### src/rtl/vtiming_pkg.sv
package vtiming_pkg;

  typedef enum logic [1:0] {
    MODE_SEARCH = 2'b00,
    MODE_NARROW = 2'b01,
    MODE_STD    = 2'b10,
    MODE_RSVD   = 2'b11
  } divMode_t;

  typedef struct packed {
    logic armed;
    logic locked;
  } ctrlStrobe_t;

  localparam logic [1:0] SC_NONE  = 2'b00;
  localparam logic [1:0] SC_VERT  = 2'b01;
  localparam logic [1:0] SC_HORIZ = 2'b10;
  localparam logic [1:0] SC_BURST = 2'b11;

endpackage

### src/rtl/vtiming_ctrl.sv
module vtiming_ctrl
  import vtiming_pkg::*;
(
  input  logic        clk,
  input  logic        rstN,
  input  logic        divReset,
  input  divMode_t    mode,
  output ctrlStrobe_t strb
);

  logic armedQ;

  always_ff @(posedge clk) begin
    if (!rstN)         armedQ <= 1'b0;
    else if (divReset) armedQ <= 1'b1;
  end

  always_comb begin
    strb.armed  = armedQ | divReset;
    strb.locked = (mode == MODE_NARROW) || (mode == MODE_STD);
  end

  // the armed state is only ever entered through a divider reset
  assert_arm_needs_reset_R8: assert property (@(posedge clk) disable iff (!rstN)
    $rose(armedQ) |-> $past(divReset));

endmodule

### src/rtl/vtiming_dp.sv
module vtiming_dp
  import vtiming_pkg::*;
#(
  parameter int CNT_W     = 10,
  parameter int NOMINAL   = 525,
  parameter int SAW_LEN   = 26,
  parameter int BLANK_END = 34,
  parameter int EQ_PRE    = 8,
  parameter int EQ_POST   = 12
)(
  input  logic             clk,
  input  logic             rstN,
  input  ctrlStrobe_t      strb,
  input  logic [CNT_W-1:0] count,
  input  logic             guardFlag,
  input  logic             hFlyback,
  input  logic             burstKey,
  output logic             sawCharge,
  output logic             vBlank,
  output logic             atfPulse,
  output logic             sliceInhibit,
  output logic [1:0]       scCode
);

  localparam logic [CNT_W-1:0] SawEnd   = CNT_W'(SAW_LEN);
  localparam logic [CNT_W-1:0] BlankEnd = CNT_W'(BLANK_END);
  localparam logic [CNT_W-1:0] AtfEnd   = CNT_W'(EQ_POST);
  localparam logic [CNT_W-1:0] EqStart  = CNT_W'(NOMINAL - EQ_PRE);

  logic chargeD, blankD, atfD, preEqD, sliceD, vertD;
  logic [1:0] codeD;
  logic pastValid;

  always_comb begin
    preEqD  = strb.locked && (count >= EqStart);
    chargeD = strb.armed && (count < SawEnd);
    blankD  = strb.armed && (count < BlankEnd);
    atfD    = strb.armed && ((count < AtfEnd) || preEqD);
    sliceD  = strb.armed && preEqD;
    vertD   = blankD || atfD || guardFlag;
    if (burstKey)      codeD = SC_BURST;
    else if (hFlyback) codeD = SC_HORIZ;
    else if (vertD)    codeD = SC_VERT;
    else               codeD = SC_NONE;
  end

  always_ff @(posedge clk) begin
    if (!rstN) begin
      sawCharge    <= 1'b0;
      vBlank       <= 1'b0;
      atfPulse     <= 1'b0;
      sliceInhibit <= 1'b0;
      scCode       <= SC_NONE;
      pastValid    <= 1'b0;
    end else begin
      sawCharge    <= chargeD;
      vBlank       <= blankD;
      atfPulse     <= atfD;
      sliceInhibit <= sliceD;
      scCode       <= codeD;
      pastValid    <= 1'b1;
    end
  end

  assert_charge_in_blank_R1: assert property (@(posedge clk) disable iff (!rstN)
    sawCharge |-> vBlank);

  assert_slice_in_atf_R5: assert property (@(posedge clk) disable iff (!rstN)
    sliceInhibit |-> atfPulse);

  assert_burst_top_R6: assert property (@(posedge clk) disable iff (!rstN)
    (pastValid && $past(burstKey)) |-> (scCode == SC_BURST));

  assert_guard_level_R7: assert property (@(posedge clk) disable iff (!rstN)
    (pastValid && $past(guardFlag)) |-> (scCode != SC_NONE));

endmodule

### src/rtl/vtiming_top.sv
module vtiming_top
  import vtiming_pkg::*;
#(
  parameter int CNT_W     = 10,
  parameter int NOMINAL   = 525,
  parameter int SAW_LEN   = 26,
  parameter int BLANK_END = 34,
  parameter int EQ_PRE    = 8,
  parameter int EQ_POST   = 12
)(
  input  logic             clk,
  input  logic             rstN,
  input  logic [CNT_W-1:0] count,
  input  logic [1:0]       mode,
  input  logic             divReset,
  input  logic             guardFlag,
  input  logic             hFlyback,
  input  logic             burstKey,
  output logic             sawCharge,
  output logic             vBlank,
  output logic             atfPulse,
  output logic             sliceInhibit,
  output logic [1:0]       scCode
);

  ctrlStrobe_t strb;

  vtiming_ctrl ctrl (
    .clk(clk), .rstN(rstN), .divReset(divReset),
    .mode(divMode_t'(mode)), .strb(strb)
  );

  vtiming_dp #(
    .CNT_W(CNT_W), .NOMINAL(NOMINAL), .SAW_LEN(SAW_LEN),
    .BLANK_END(BLANK_END), .EQ_PRE(EQ_PRE), .EQ_POST(EQ_POST)
  ) dp (
    .clk(clk), .rstN(rstN), .strb(strb), .count(count),
    .guardFlag(guardFlag), .hFlyback(hFlyback), .burstKey(burstKey),
    .sawCharge(sawCharge), .vBlank(vBlank), .atfPulse(atfPulse),
    .sliceInhibit(sliceInhibit), .scCode(scCode)
  );

endmodule

### config.mk
export PLATFORM = sky130hd
export DESIGN_NAME = vtiming_top
export DESIGN_NICKNAME = d
export VERILOG_FILES = /design/src/rtl/vtiming_pkg.sv /design/src/rtl/vtiming_ctrl.sv /design/src/rtl/vtiming_dp.sv /design/src/rtl/vtiming_top.sv
export SDC_FILE = /design/constraint.sdc
export NUM_CORES = 1
export LEC_CHECK = 0
export BUFFER_PORTS_ARGS = -buffer_cell sky130_fd_sc_hd__buf_2
export CAP_MARGIN = 40
export CORE_AREA = 2 2 39 41
export DETAILED_ROUTE_END_ITERATION = 8
export DIE_AREA = 0 0 41 43
export GPL_TIMING_DRIVEN = 1
export MAX_ROUTING_LAYER = met4
export PLACE_DENSITY = 0.55
export SETUP_SLACK_MARGIN = 0.05
export SYNTH_ARGS = -nofsm -noshare
export SYNTH_HDL_FRONTEND = slang
export SYNTH_SLANG_ARGS = --single-unit
### constraint.sdc
create_clock -name clk -period 2.75 [get_ports clk]
set_input_delay 0.1375 -clock clk [delete_from_list [all_inputs] [get_ports clk]]
set_output_delay 0.1375 -clock clk [all_outputs]
set_load 0.005 [all_outputs]
Word-level counts from Yosys, hierarchy flattened
Index checks and enable logic that the tools add are counted.
- order comparisons: 4
- equality and inequality tests: 2
- mux-type cells: 3
- bitwise gates (word level): 1
- reductions and logical operators: 9
- operators by type and width (kind ; number):
    $ge A10 B10 Y1 const B ; 1
    $lt A10 B4 Y1 const B ; 1
    $lt A10 B5 Y1 const B ; 1
    $lt A10 B6 Y1 const B ; 1
    $logic_and A1 B1 Y1 ; 5
    $logic_or A1 B1 Y1 ; 4
    $mux W2 ; 2
    $eq A2 B1 Y1 const B ; 1
    $eq A2 B2 Y1 const B ; 1
    $mux W1 ; 1
    $or A1 B1 Y1 ; 1
- register bits: 7
- input port bits: 18
- word-level logic and storage cells: 25

Logic depth before layout (Yosys ltp)
Gate-level depths: netlist of run 1.
- word-level depth: 10
- mapped depth: 3
- mapped depth without buffers: 3

Hierarchy
From an unflattened synthesis of run 1, not the netlist that was laid out.
- cells, all modules: 32
- area, all modules: 310.3 µm²
- modules (own cells, without submodules) (module ; instances ; cells each ; area each (µm²)):
    vtiming_dp ; 1 ; 28 ; 267.8
    vtiming_ctrl ; 1 ; 4 ; 42.5

Least setup slack after synthesis of run 1
OpenSTA, ideal clock, no wires.
- path type: register to register
- start point: register ctrl.armedQ
- end point: register dp.scCode[0]
- library setup time: 0.127 ns
- arrival time: 0.851 ns
- data required time: 2.623 ns
- slack: 1.771 ns
- cell stages (with the launch flop): 4
- path through: dfxtp_1 > or3_1 > a21oi_1 > a211oi_2
- word-level cells in the longest chain between the ends: 7
- elaborated cells between the ends (all ways): 8
- those cells by class: 3 x mux; 1 x bitwise; 4 x reduce/logical
- RTL lines (what ; RTL line ; text):
    from (decl) ; vtiming_ctrl.sv:11 ; logic armedQ;
    from (signal assigned) ; vtiming_ctrl.sv:14 ; if (!rstN) armedQ <= 1'b0;
    from (signal assigned) ; vtiming_ctrl.sv:15 ; else if (divReset) armedQ <= 1'b1;
    $or A1 B1 Y1 (*) ; vtiming_ctrl.sv:19 ; strb.armed = armedQ | divReset;
    $logic_and A1 B1 Y1 (on tied branches) ; vtiming_dp.sv:37, vtiming_dp.sv:38 ;
    $logic_or A1 B1 Y1 (*) (2 in a row) ; vtiming_dp.sv:40 ; vertD = blankD || atfD || guardFlag;
    $mux W1 (*) ; vtiming_dp.sv:43 ; else if (vertD) codeD = SC_VERT;
    $mux W2 (*) ; vtiming_dp.sv:42 ; else if (hFlyback) codeD = SC_HORIZ;
    $mux W2 (*) ; vtiming_dp.sv:41 ; if (burstKey) codeD = SC_BURST;
    to (signal assigned) ; vtiming_dp.sv:60 ; scCode <= codeD;
    to (decl) ; vtiming_dp.sv:22 ; output logic [1:0] scCode
Mark *: on every way between the ends. The rest lies on a longest branch, timed or not.
A chain may end at the register's enable or synchronous reset.

Worst setup path in the final report of run 1
Same ends and word-level chain as after synthesis.

==> impl_metrics.csv, run 1 <==
group,metric,value,unit
hold_path,holdPathStages,3,
logic_synthesis,synth.avg_cell_area,9.85,um2
sta,tightest_slew,311,ps
power,power.density,494,nW/um2
floorplan,boundaryPins,24,
setup_path,arrival,1160,ps
clock_network,clkSlewWorstSetupHoldPaths,50,ps
route,wl_per_cell,9.13,um
power,power_frac_comb,16.1,%
setup_path,cp.depth,3,
route,vias,323,
sta,max_freq,968,MHz
logic_synthesis,yosys_warnings,0,
clock_network,insertion_delay,250,ps
sta,setup_tns,0,ps
setup_path,critical_path_class,"flop to flop",
run_status,status,"complete, no violations",
logic_synthesis,synthAdderAreaFrac,0,%
clock_network,cts_buffers,3,
route,via_per_inst,4.31,
clock_network,post_cts.repair.setup_buffers,0,
logic_synthesis,syn_area,315,um2
place,routabilityCongestion,0.665,
setup_path,critPathTopFamily,"simple AND/OR/NAND/NOR gates",
power,p_clk_share,38.3,%
clock_network,postCtsResizedCells,0,
floorplan,initial_core_util,22.8,%
clock_network,cts_root_buffer,"clkbuf_4",
logic_synthesis,synth_area_leader_cell,"dfxtp_1",
logic_synthesis,synth_top_family_by_area,"compound AO/OA/AOI/OAI gates",
setup_path,critPathBufInv,0,
power,switching_share,23.4,%
logic_synthesis,synth-simple-area-share,22.2,%
sta,rsz0062_at_grt,"no",
logic_synthesis,ys_types,18,
logic_synthesis,synth_xor_area_share,2.78,%
place,dp_hpwl,580,um
route,drc_errors,0,
floorplan,core-area,1380,um2
floorplan,die-area,1760,um2
grt,grt_pass1_vias,264,
grt,global_route.overflow_total,0,
power,switchingPower,0.0000550,W
route,drt_iter0_drc,5,
setup_path,cp_max_fo,2,
layout,drive_above_1_share,50.8,%
floorplan,placementRows,14,
layout,diodes,0,
layout,layout-area-overhead-vs-synth,51.2,%
logic_synthesis,synth.top_cell.area_share,44.4,%
layout,final_core_util,34.4,%
layout,fin_nets,78,
logic_synthesis,synth-seq-cells,7,
run,maxCapViolations,0,
floorplan,die_h,43,um
grt,grt_max_degree,5,
clock_network,cts_max_path_buffers,2,
floorplan,die_w,41,um
clock_network,postCtsHoldBufs,0,
grt,grt_pass1_wl,966,um
setup_path,endpoint_kind,"flop",
logic_synthesis,synthMuxAreaShare,0,%
clock_network,cts_tree,"yes",
sta,final_hold_viol_count,0,
power,power_leakage,0.235,nW
hold_path,min_path_type,"input port to flop",
setup_path,cpPeakStageDelay,360,ps
setup_path,critPathRequiredTime,2870,ps
logic_synthesis,ys_seq_area_share,44.4,%
setup_path,worst_path_max_delay_cell,"or3_1",
sta,max_slew_margin,79.1,%
sta,drv_slew,0,
setup_path,startpoint_type,"flop",
route,ant_nets,0,
sta,skew,3.57,ps
layout,fillerInstances,144,
power,pwr-share-seq,45.6,%
setup_path,rr_worst_depth,3,
grt,antenna_found_initial,0,
power,power.internal,0.000181,W
route,drt_first_pass_iters,4,
route,routed_wl,685,um
sta,period_share,37.6,%
sta,fin_crit,1030,ps
logic_synthesis,synth_nets,50,
logic_synthesis,synth_cells,32,
power,vdd_drop_max,0.130,mV
setup_path,crit_chain,"or3_1, a21oi_1, a211oi_2",
place,portBuffers,23,
clock_network,cts.sinks,7,
clock_network,htreeDepth,1,
logic_synthesis,synth_compound_area_share,25.8,%
grt,track_usage,8.55,%
sta,setup_violations,0,
logic_synthesis,synthTopCellsByArea,"dfxtp_1 44%, nor4_4 6.7%, o41ai_2 5.2%",
[flip-flops by register name (all words and copies together) (netlist names)]
name / flops
dp.sliceInhibit: 1
ctrl.armedQ: 1
dp.atfPulse: 1
dp.sawCharge: 1
dp.scCode: 2
dp.vBlank: 1
[final timing paths]
kind | start | endpoint | slack (ps)
setup / recovery | ctrl.armedQ$_SDFFE_PN0P_ | dp.scCode[0]$_SDFF_PN0_ | 1720
hold / removal | hFlyback | dp.scCode[1]$_SDFF_PN0_ | 110
setup reg to reg | ctrl.armedQ$_SDFFE_PN0P_ | dp.scCode[0]$_SDFF_PN0_ | 1720
hold reg to reg | ctrl.armedQ$_SDFFE_PN0P_ | ctrl.armedQ$_SDFFE_PN0P_ | 580
[cells in the mapped netlist]
| master | n |
|---|---|
| a211oi_1 | 2 |
| a211oi_2 | 1 |
| a21oi_1 | 2 |
| a311o_1 | 1 |
| and3_2 | 1 |
| and4b_1 | 1 |
| dfxtp_1 | 7 |
| inv_1 | 4 |
| nand2_1 | 1 |
| nor2_1 | 3 |
| nor3_1 | 2 |
| nor4_4 | 1 |
| o211ai_1 | 1 |
| o21ai_0 | 1 |
| o21ai_1 | 1 |
| o41ai_2 | 1 |
| or3_1 | 1 |
| xnor2_1 | 1 |
[power groups by stage]
stage / sequential, W / clock, W / combinational, W
after floorplan: 0.000110 / 0 / 0.0000138
after global placement: 0.000110 / 0 / 0.0000381
after CTS: 0.000107 / 0.0000935 / 0.0000384
after global routing: 0.000108 / 0.0000986 / 0.0000419
final: 0.000107 / 0.0000904 / 0.0000379
after detailed placement: 0.000109 / 0 / 0.0000382
[placed cells by master, fill, tap and decap left out]
cell type | netlist | layout
buf_2 | 0 | 23
dfxtp_1 | 7 | 7
inv_1 | 4 | 4
nor2_1 | 3 | 3
clkbuf_4 | 0 | 3
nor3_1 | 2 | 2
a211oi_1 | 2 | 2
a21oi_1 | 2 | 2
o21ai_0 | 1 | 1
o21ai_1 | 1 | 1
xnor2_1 | 1 | 1
a311o_1 | 1 | 1
nor4_4 | 1 | 1
nand2_1 | 1 | 1
o41ai_2 | 1 | 1
and3_2 | 1 | 1
o211ai_1 | 1 | 1
and4b_1 | 1 | 1
or3_1 | 1 | 1
a211oi_2 | 1 | 1
clkbuf_1 | 0 | 1
[worst min-delay path: cells and delay by family]
family,cells,cell delay [ps]
buffers and inverters,1,90
AND/OR/NAND/NOR,2,100
[through the flow]
stage,hold slack [ps],power [W],std cells,area (um2),worst slack (ps)
2_1_floorplan,253,0.000124,32,315,1770
5_1_grt,135,0.000248,75,477,1620
3_3_place_gp,380,0.000148,71,450,1700
6_report,112,0.000236,75,477,1720
4_1_cts,110,0.000239,75,477,1730
3_5_place_dp,370,0.000148,71,450,1660
[area by class of cell]
cell class	count	area (um2)	area share [%]
well taps	16	20.0	4.20
inverters	4	15.0	3.15
multi-input cells	21	160	33.6
repair buffers	23	115	24.1
clock buffers	4	26.3	5.51
flip-flops and latches	7	140	29.4
[logic make-up after synthesis]
group	count (synthesis)
flops	7
compound gates	10
xor+xnor	1
simple gates	10
buf+inv	4
[metal layers]
layer,GRT usage [%],up-vias,share of wire [%]
li1,-,175,-
met1,11.0,126,49
met2,10.6,20,35
met4,8.00,0,0.88
met3,1.57,2,15
met5,-,-,0
Note: power is estimated with default switching activity, not from simulation.
==> run 2, diff against run 1 <==
--- a/config.mk
+++ b/config.mk
@@ -5,6 +5,7 @@
 export SDC_FILE = /design/constraint.sdc
 export NUM_CORES = 1
 export LEC_CHECK = 0
+export ABC_AREA = 1
 export BUFFER_PORTS_ARGS = -buffer_cell sky130_fd_sc_hd__buf_2
 export CAP_MARGIN = 40
 export CORE_AREA = 2 2 39 41
@@ -12,7 +13,7 @@
 export DIE_AREA = 0 0 41 43
 export GPL_TIMING_DRIVEN = 1
 export MAX_ROUTING_LAYER = met4
-export PLACE_DENSITY = 0.55
+export PLACE_DENSITY = 0.6
 export SETUP_SLACK_MARGIN = 0.05
 export SYNTH_ARGS = -nofsm -noshare
 export SYNTH_HDL_FRONTEND = slang
==> constraint.sdc (replaced) <==
create_clock -name clk -period 0.9 [get_ports clk]
set_input_delay 0.045 -clock clk [delete_from_list [all_inputs] [get_ports clk]]
set_output_delay 0.045 -clock clk [all_outputs]
set_load 0.005 [all_outputs]
==> impl_metrics.csv, run 2 <==
group,metric,value,unit
sta,rsz0062_at_grt,"yes",
sta,period_share,89.1,%
logic_synthesis,yosys_warnings,0,
sta,tightest_slew,243,ps
layout,fin_nets,97,
logic_synthesis,synth_cells,50,
layout,mostFrequentLayoutCells,"23 x buf_2, 9 x nor2_1, 7 x nand2_1",
sta,fin_crit,802,ps
floorplan,die_h,43,um
route,drc_errors,0,
logic_synthesis,synthArstFlopShare,0,%
floorplan,die-area,1760,um2
logic_synthesis,synth-edff-count,0,
logic_synthesis,syn_area,354,um2
floorplan,initial_core_util,25.6,%
setup_path,cp_max_fo,4,
power,p_clk_share,37.1,%
floorplan,boundaryPins,24,
clock_network,cts_max_path_buffers,2,
logic_synthesis,synth.top_cell.area_share,39.6,%
clock_network,cts_root_buffer,"clkbuf_4",
power,power_frac_comb,18.6,%
clock_network,clkSlewWorstSetupHoldPaths,50,ps
setup_path,critPathRequiredTime,1060,ps
clock_network,insertion_delay,240,ps
clock_network,cts_tree,"yes",
logic_synthesis,yosys-top-cells-count,"10 x nor2_1, 7 x dfxtp_1, 7 x nand2_1",
logic_synthesis,synth.avg_cell_area,7.08,um2
route,wl_per_cell,7.34,um
place,routabilityCongestion,0.749,
power,vdd_drop_max,0.264,mV
sta,final_hold_viol_count,0,
power,power.internal,0.000559,W
grt,global_route.overflow_total,0,
layout,fillerInstances,151,
logic_synthesis,synth_ff_type,"dfxtp_1",
place,dp_hpwl,589,um
floorplan,die_w,41,um
power,power.density,1390,nW/um2
route,drt_iter0_drc,4,
grt,grt_pass1_vias,323,
power,switching_share,24.6,%
sta,whs,15.6,ps
layout,largest_register_ff_count,2,
setup_path,rr_worst_depth,4,
run,maxCapViolations,0,
sta,setup_violations,0,
floorplan,core-area,1380,um2
hold_path,min_from,"burstKey",
power,totalPowerFinal,0.000741,W
sta,skew,0.581,ps
route,ant_nets,0,
route,drt_first_pass_iters,4,
run_status,status,"complete, no violations",
logic_synthesis,synthTopCellsByArea,"dfxtp_1 40%, nor2_1 11%, nand2_1 7.4%",
hold_path,min_path_type,"input port to flop",
logic_synthesis,ys_seq_area_share,39.6,%
power,power_leakage,0.287,nW
clock_network,cts.sinks,7,
clock_network,htreeDepth,1,
setup_path,r2r_start,"ctrl.armedQ$_SDFFE_PN0P_",
floorplan,placementRows,14,
layout,post-route-cell-area,533,um2
layout,layout_commonest_cell,"buf_2",
layout,layout-area-overhead-vs-synth,50.5,%
sta,drv_slew,0,
logic_synthesis,synth.most_common_cell,"nor2_1",
grt,grt_pass1_wl,1080,um
logic_synthesis,ys_types,16,
sta,setup_tns,0,ps
hold_path,whs_endpoint,"dp.scCode[1]$_SDFF_PN0_",
power,pwr-share-seq,44.3,%
grt,antenna_found_initial,0,
clock_network,cts_buffers,3,
logic_synthesis,synth_area_leader_cell,"dfxtp_1",
logic_synthesis,synth-seq-cells,7,
grt,grt_max_degree,5,
sta,max_slew_margin,83.6,%
route,via_per_inst,4.03,
logic_synthesis,synth_nets,68,
sta,max_freq,1250,MHz
setup_path,reg2reg_slack,100,ps
route,vias,379,
hold_path,holdPathStages,3,
setup_path,startpoint_type,"flop",
layout,drive_above_1_share,52.6,%
grt,track_usage,9.57,%
power,switchingPower,0.000183,W
layout,regMostFlops,"dp.scCode",
route,routed_wl,690,um
place,post_dp_cell_area,497,um2
setup_path,critical_path_class,"flop to flop",
layout,diodes,0,
setup_path,endpoint_kind,"flop",
clock_network,post_cts.repair.setup_buffers,0,
setup_path,r2r_end,"dp.sawCharge$_SDFF_PN0_",
place,portBuffers,23,
setup_path,arrival,960,ps
-- run 2: changes by cell type after synthesis, sizes merged, moves of 2 or more --
cell / before / now
nand2: 1 / 10
nor2: 3 / 12
inv: 4 / 10
a211oi: 3 / 0
a21oi: 2 / 4
nand3: 0 / 2
nor3: 2 / 0
-- run 2: worst max-delay path by stage --
| stage | from | endpoint | slack (ps) |
|---|---|---|---|
| finish | ctrl.armedQ$_SDFFE_PN0P_ | dp.sawCharge$_SDFF_PN0_ | 100 |
| global route | ctrl.armedQ$_SDFFE_PN0P_ | dp.sawCharge$_SDFF_PN0_ | -10 |
| CTS | ctrl.armedQ$_SDFFE_PN0P_ | dp.sawCharge$_SDFF_PN0_ | 70 |
| detailed placement | count[6] | dp.scCode[0]$_SDFF_PN0_ | 50 |
| global placement | count[6] | dp.scCode[0]$_SDFF_PN0_ | 60 |
| floorplan | ctrl.armedQ$_SDFFE_PN0P_ | dp.sawCharge$_SDFF_PN0_ | 150 |
-- run 2: routing by layer --
metal	track usage [%]	vias up	routed length, um
met2	13.1	15	346
li1	-	210	-
met3	1.57	2	49
met4	10.0	0	12
met5	-	-	0
met1	10.6	152	282
-- run 2: what timing repair did --
action | in CTS | in global routing
resized for setup | 0 | 3
hold buffers | 0 | 0
setup endpoints to repair | 0 | 1
-- run 2: cells by family (layout without fill, tap and decap cells) --
kind of cell	after synthesis	in the layout	share of synthesized area, %
AO/OA/AOI/OAI	6	6	9.54
buffers and inverters	10	38	10.6
XOR/XNOR	1	1	2.47
flip-flops	7	7	39.6
AND/OR/NAND/NOR	26	26	37.8
-- run 2: stage by stage --
stage | instances | utilization, % | setup WS [ps]
2_1_floorplan | 50 | - | 149
3_3_place_gp | 90 | 35.9 | 59.1
3_5_place_dp | 90 | 35.9 | 53.2
4_1_cts | 94 | 37.8 | 67.2
5_1_grt | 94 | 38.5 | -13.6
6_report | 94 | 38.5 | 98.4
-- run 2: final cells by class --
type                    instances  area (um2)  share of cell area, %
clock buffers                   4        26.3                   4.93
inverters                      10        37.5                   7.04
multi-input cells              33         185                   34.7
flip-flops and latches          7         141                   26.5
well taps                      16        20.0                   3.76
repair buffers                 24         123                   23.0
-- run 2: power by group through the flow --
| stage | Combinational [W] | Clock, W | Sequential, W |
|---|---|---|---|
| final | 0.000138 | 0.000275 | 0.000329 |
| after global routing | 0.000156 | 0.000297 | 0.000329 |
| after floorplan | 0.0000676 | 0 | 0.000336 |
| after detailed placement | 0.000135 | 0 | 0.000334 |
| after CTS | 0.000136 | 0.000283 | 0.000328 |
| after global placement | 0.000134 | 0 | 0.000333 |
-- run 2: critical path, stage by stage, from the launching register on --
cell     delay [ps]
dfxtp_2         310
nor2_2           40
nor2_2          100
inv_2            70
nor4_2          190
==> run 3, diff against run 2 <==
--- a/config.mk
+++ b/config.mk
@@ -13,7 +13,8 @@
 export DIE_AREA = 0 0 41 43
 export GPL_TIMING_DRIVEN = 1
 export MAX_ROUTING_LAYER = met4
-export PLACE_DENSITY = 0.6
+export PLACE_DENSITY_LB_ADDON = 0.12
+export REMOVE_ABC_BUFFERS = 1
 export SETUP_SLACK_MARGIN = 0.05
 export SYNTH_ARGS = -nofsm -noshare
 export SYNTH_HDL_FRONTEND = slang
==> impl_metrics.csv, run 3 (synthesis results as in run 2) <==
group,metric,value,unit
run_status,status,"complete, no violations",
clock_network,cts_tree,"yes",
clock_network,cts_max_path_buffers,2,
place,post_dp_cell_area,497,um2
route,via_per_inst,4.02,
sta,final_hold_viol_count,0,
grt,grt_max_degree,5,
grt,grt_pass1_wl,1160,um
route,drt_iter0_drc,3,
setup_path,cp-startpoint,"ctrl.armedQ$_SDFFE_PN0P_",
floorplan,boundaryPins,24,
setup_path,crit_chain,"nor2_1, nor2_2, inv_2, nor4_2",
grt,grt_pass1_vias,328,
hold_path,min_path_type,"input port to flop",
route,ant_nets,0,
layout,register_area,140,um2
setup_path,rr_worst_depth,4,
clock_network,insertion_delay,240,ps
sta,whs,32.3,ps
floorplan,die-area,1760,um2
setup_path,worst_path_max_delay_cell,"dfxtp_1",
grt,track_usage,10.4,%
clock_network,cts.sinks,7,
place,routabilityCongestion,0.750,
layout,final_core_util,38.2,%
route,drt_first_pass_iters,2,
setup_path,r2r_end,"dp.sawCharge$_SDFF_PN0_",
place,dp_hpwl,597,um
layout,largest_register_ff_count,2,
floorplan,core-area,1380,um2
power,vdd_drop_max,0.341,mV
layout,fin_nets,97,
sta,skew,2.36,ps
layout,post-route-cell-area,529,um2
sta,period_share,88.4,%
sta,setup_violations,0,
run,maxCapViolations,0,
setup_path,arrival,960,ps
route,vias,378,
floorplan,placementRows,14,
setup_path,critPathTopFamily,"simple AND/OR/NAND/NOR gates",
clock_network,post_cts.repair.setup_buffers,0,
place,portBuffers,23,
setup_path,startpoint_type,"flop",
setup_path,cp.depth,4,
sta,setup_tns,0,ps
layout,drive_above_1_share,50.0,%
layout,layout_commonest_cell,"buf_2",
floorplan,die_w,41,um
clock_network,clkSlewWorstSetupHoldPaths,50,ps
setup_path,critPathRequiredTime,1060,ps
setup_path,r2r_start,"ctrl.armedQ$_SDFFE_PN0P_",
sta,rsz0062_at_grt,"yes",
sta,max_freq,1260,MHz
floorplan,initial_core_util,25.6,%
clock_network,cts_root_buffer,"clkbuf_4",
clock_network,postCtsHoldBufs,0,
power,power_leakage,0.286,nW
setup_path,critical_path_class,"flop to flop",
grt,antenna_found_initial,0,
floorplan,die_h,43,um
route,wl_per_cell,7.20,um
route,routed_wl,677,um
layout,regMostFlops,"dp.scCode",
setup_path,endpoint,"dp.sawCharge$_SDFF_PN0_",
setup_path,critPathBufInv,1,
layout,fillerInstances,160,
grt,global_route.overflow_total,0,
power,power.density,1390,nW/um2
layout,layout-area-overhead-vs-synth,49.5,%
setup_path,cpPeakStageDelay,300,ps
clock_network,htreeDepth,1,
sta,drv_slew,0,
layout,mostFrequentLayoutCells,"23 x buf_2, 10 x nor2_1, 7 x nand2_1, 7 x dfxtp_1, 6 x inv_1",
layout,diodes,0,
setup_path,endpoint_kind,"flop",
layout,multi_input_area,183,um2
power,totalPowerFinal,0.000734,W
clock_network,cts_buffers,3,
sta,tightest_slew,269,ps
sta,max_slew_margin,81.8,%
setup_path,cp_max_fo,4,
setup_path,reg2reg_slack,100,ps
sta,fin_crit,796,ps
route,drc_errors,0,
## run 3: final cells by class
type	count	share of cell area, %
repair buffers	24	23.2
inverters	10	7.09
well taps	16	3.78
flip-flops and latches	7	26.5
multi-input cells	33	34.5
clock buffers	4	4.96
## run 3: worst min-delay path by stage
stage	cells past startpoint	end	slack (ps)	start
final	3	dp.scCode[1]$_SDFF_PN0_	30	burstKey
after floorplan	2	dp.scCode[1]$_SDFF_PN0_	160	burstKey
after global routing	3	dp.scCode[1]$_SDFF_PN0_	60	hFlyback
after global placement	3	dp.scCode[1]$_SDFF_PN0_	300	burstKey
after CTS	3	dp.scCode[1]$_SDFF_PN0_	30	burstKey
after detailed placement	3	dp.scCode[1]$_SDFF_PN0_	290	burstKey
## run 3: tightest hold or removal path, cell delays in order
cell,delay (ps)
buf_2,90
nor2_1,30
nor2_1,80
## run 3: power by group
part / internal (W) / total [W] / leakage [nW] / switching [W]
logic: 0.0000642 / 0.000135 / 0.214 / 0.0000708
registers: 0.000325 / 0.000327 / 0.0576 / 0.00000249
clock network: 0.000168 / 0.000272 / 0.0150 / 0.000104
## run 3: metal layers
| metal | GRT usage, % | part of all wire [%] | routed length, um | vias up |
|---|---|---|---|---|
| li1 | - | - | - | 208 |
| met1 | 11.0 | 41 | 278 | 154 |
| met2 | 14.4 | 49 | 331 | 14 |
| met3 | 1.57 | 8.1 | 55 | 2 |
| met4 | 12.0 | 1.8 | 12 | 0 |
| met5 | - | 0 | 0 | - |
## run 3: repair_timing
item                       CTS  global route
hold endpoints to repair     0             0
setup endpoints to repair    0             1
resized for setup            0             1
## run 3: per-stage QoR
step	std cells	worst slack [ps]
final	94	104
after global routing	94	2.55
after CTS	94	52.3
after detailed placement	90	30.4
after global placement	90	42.4
after floorplan	50	149
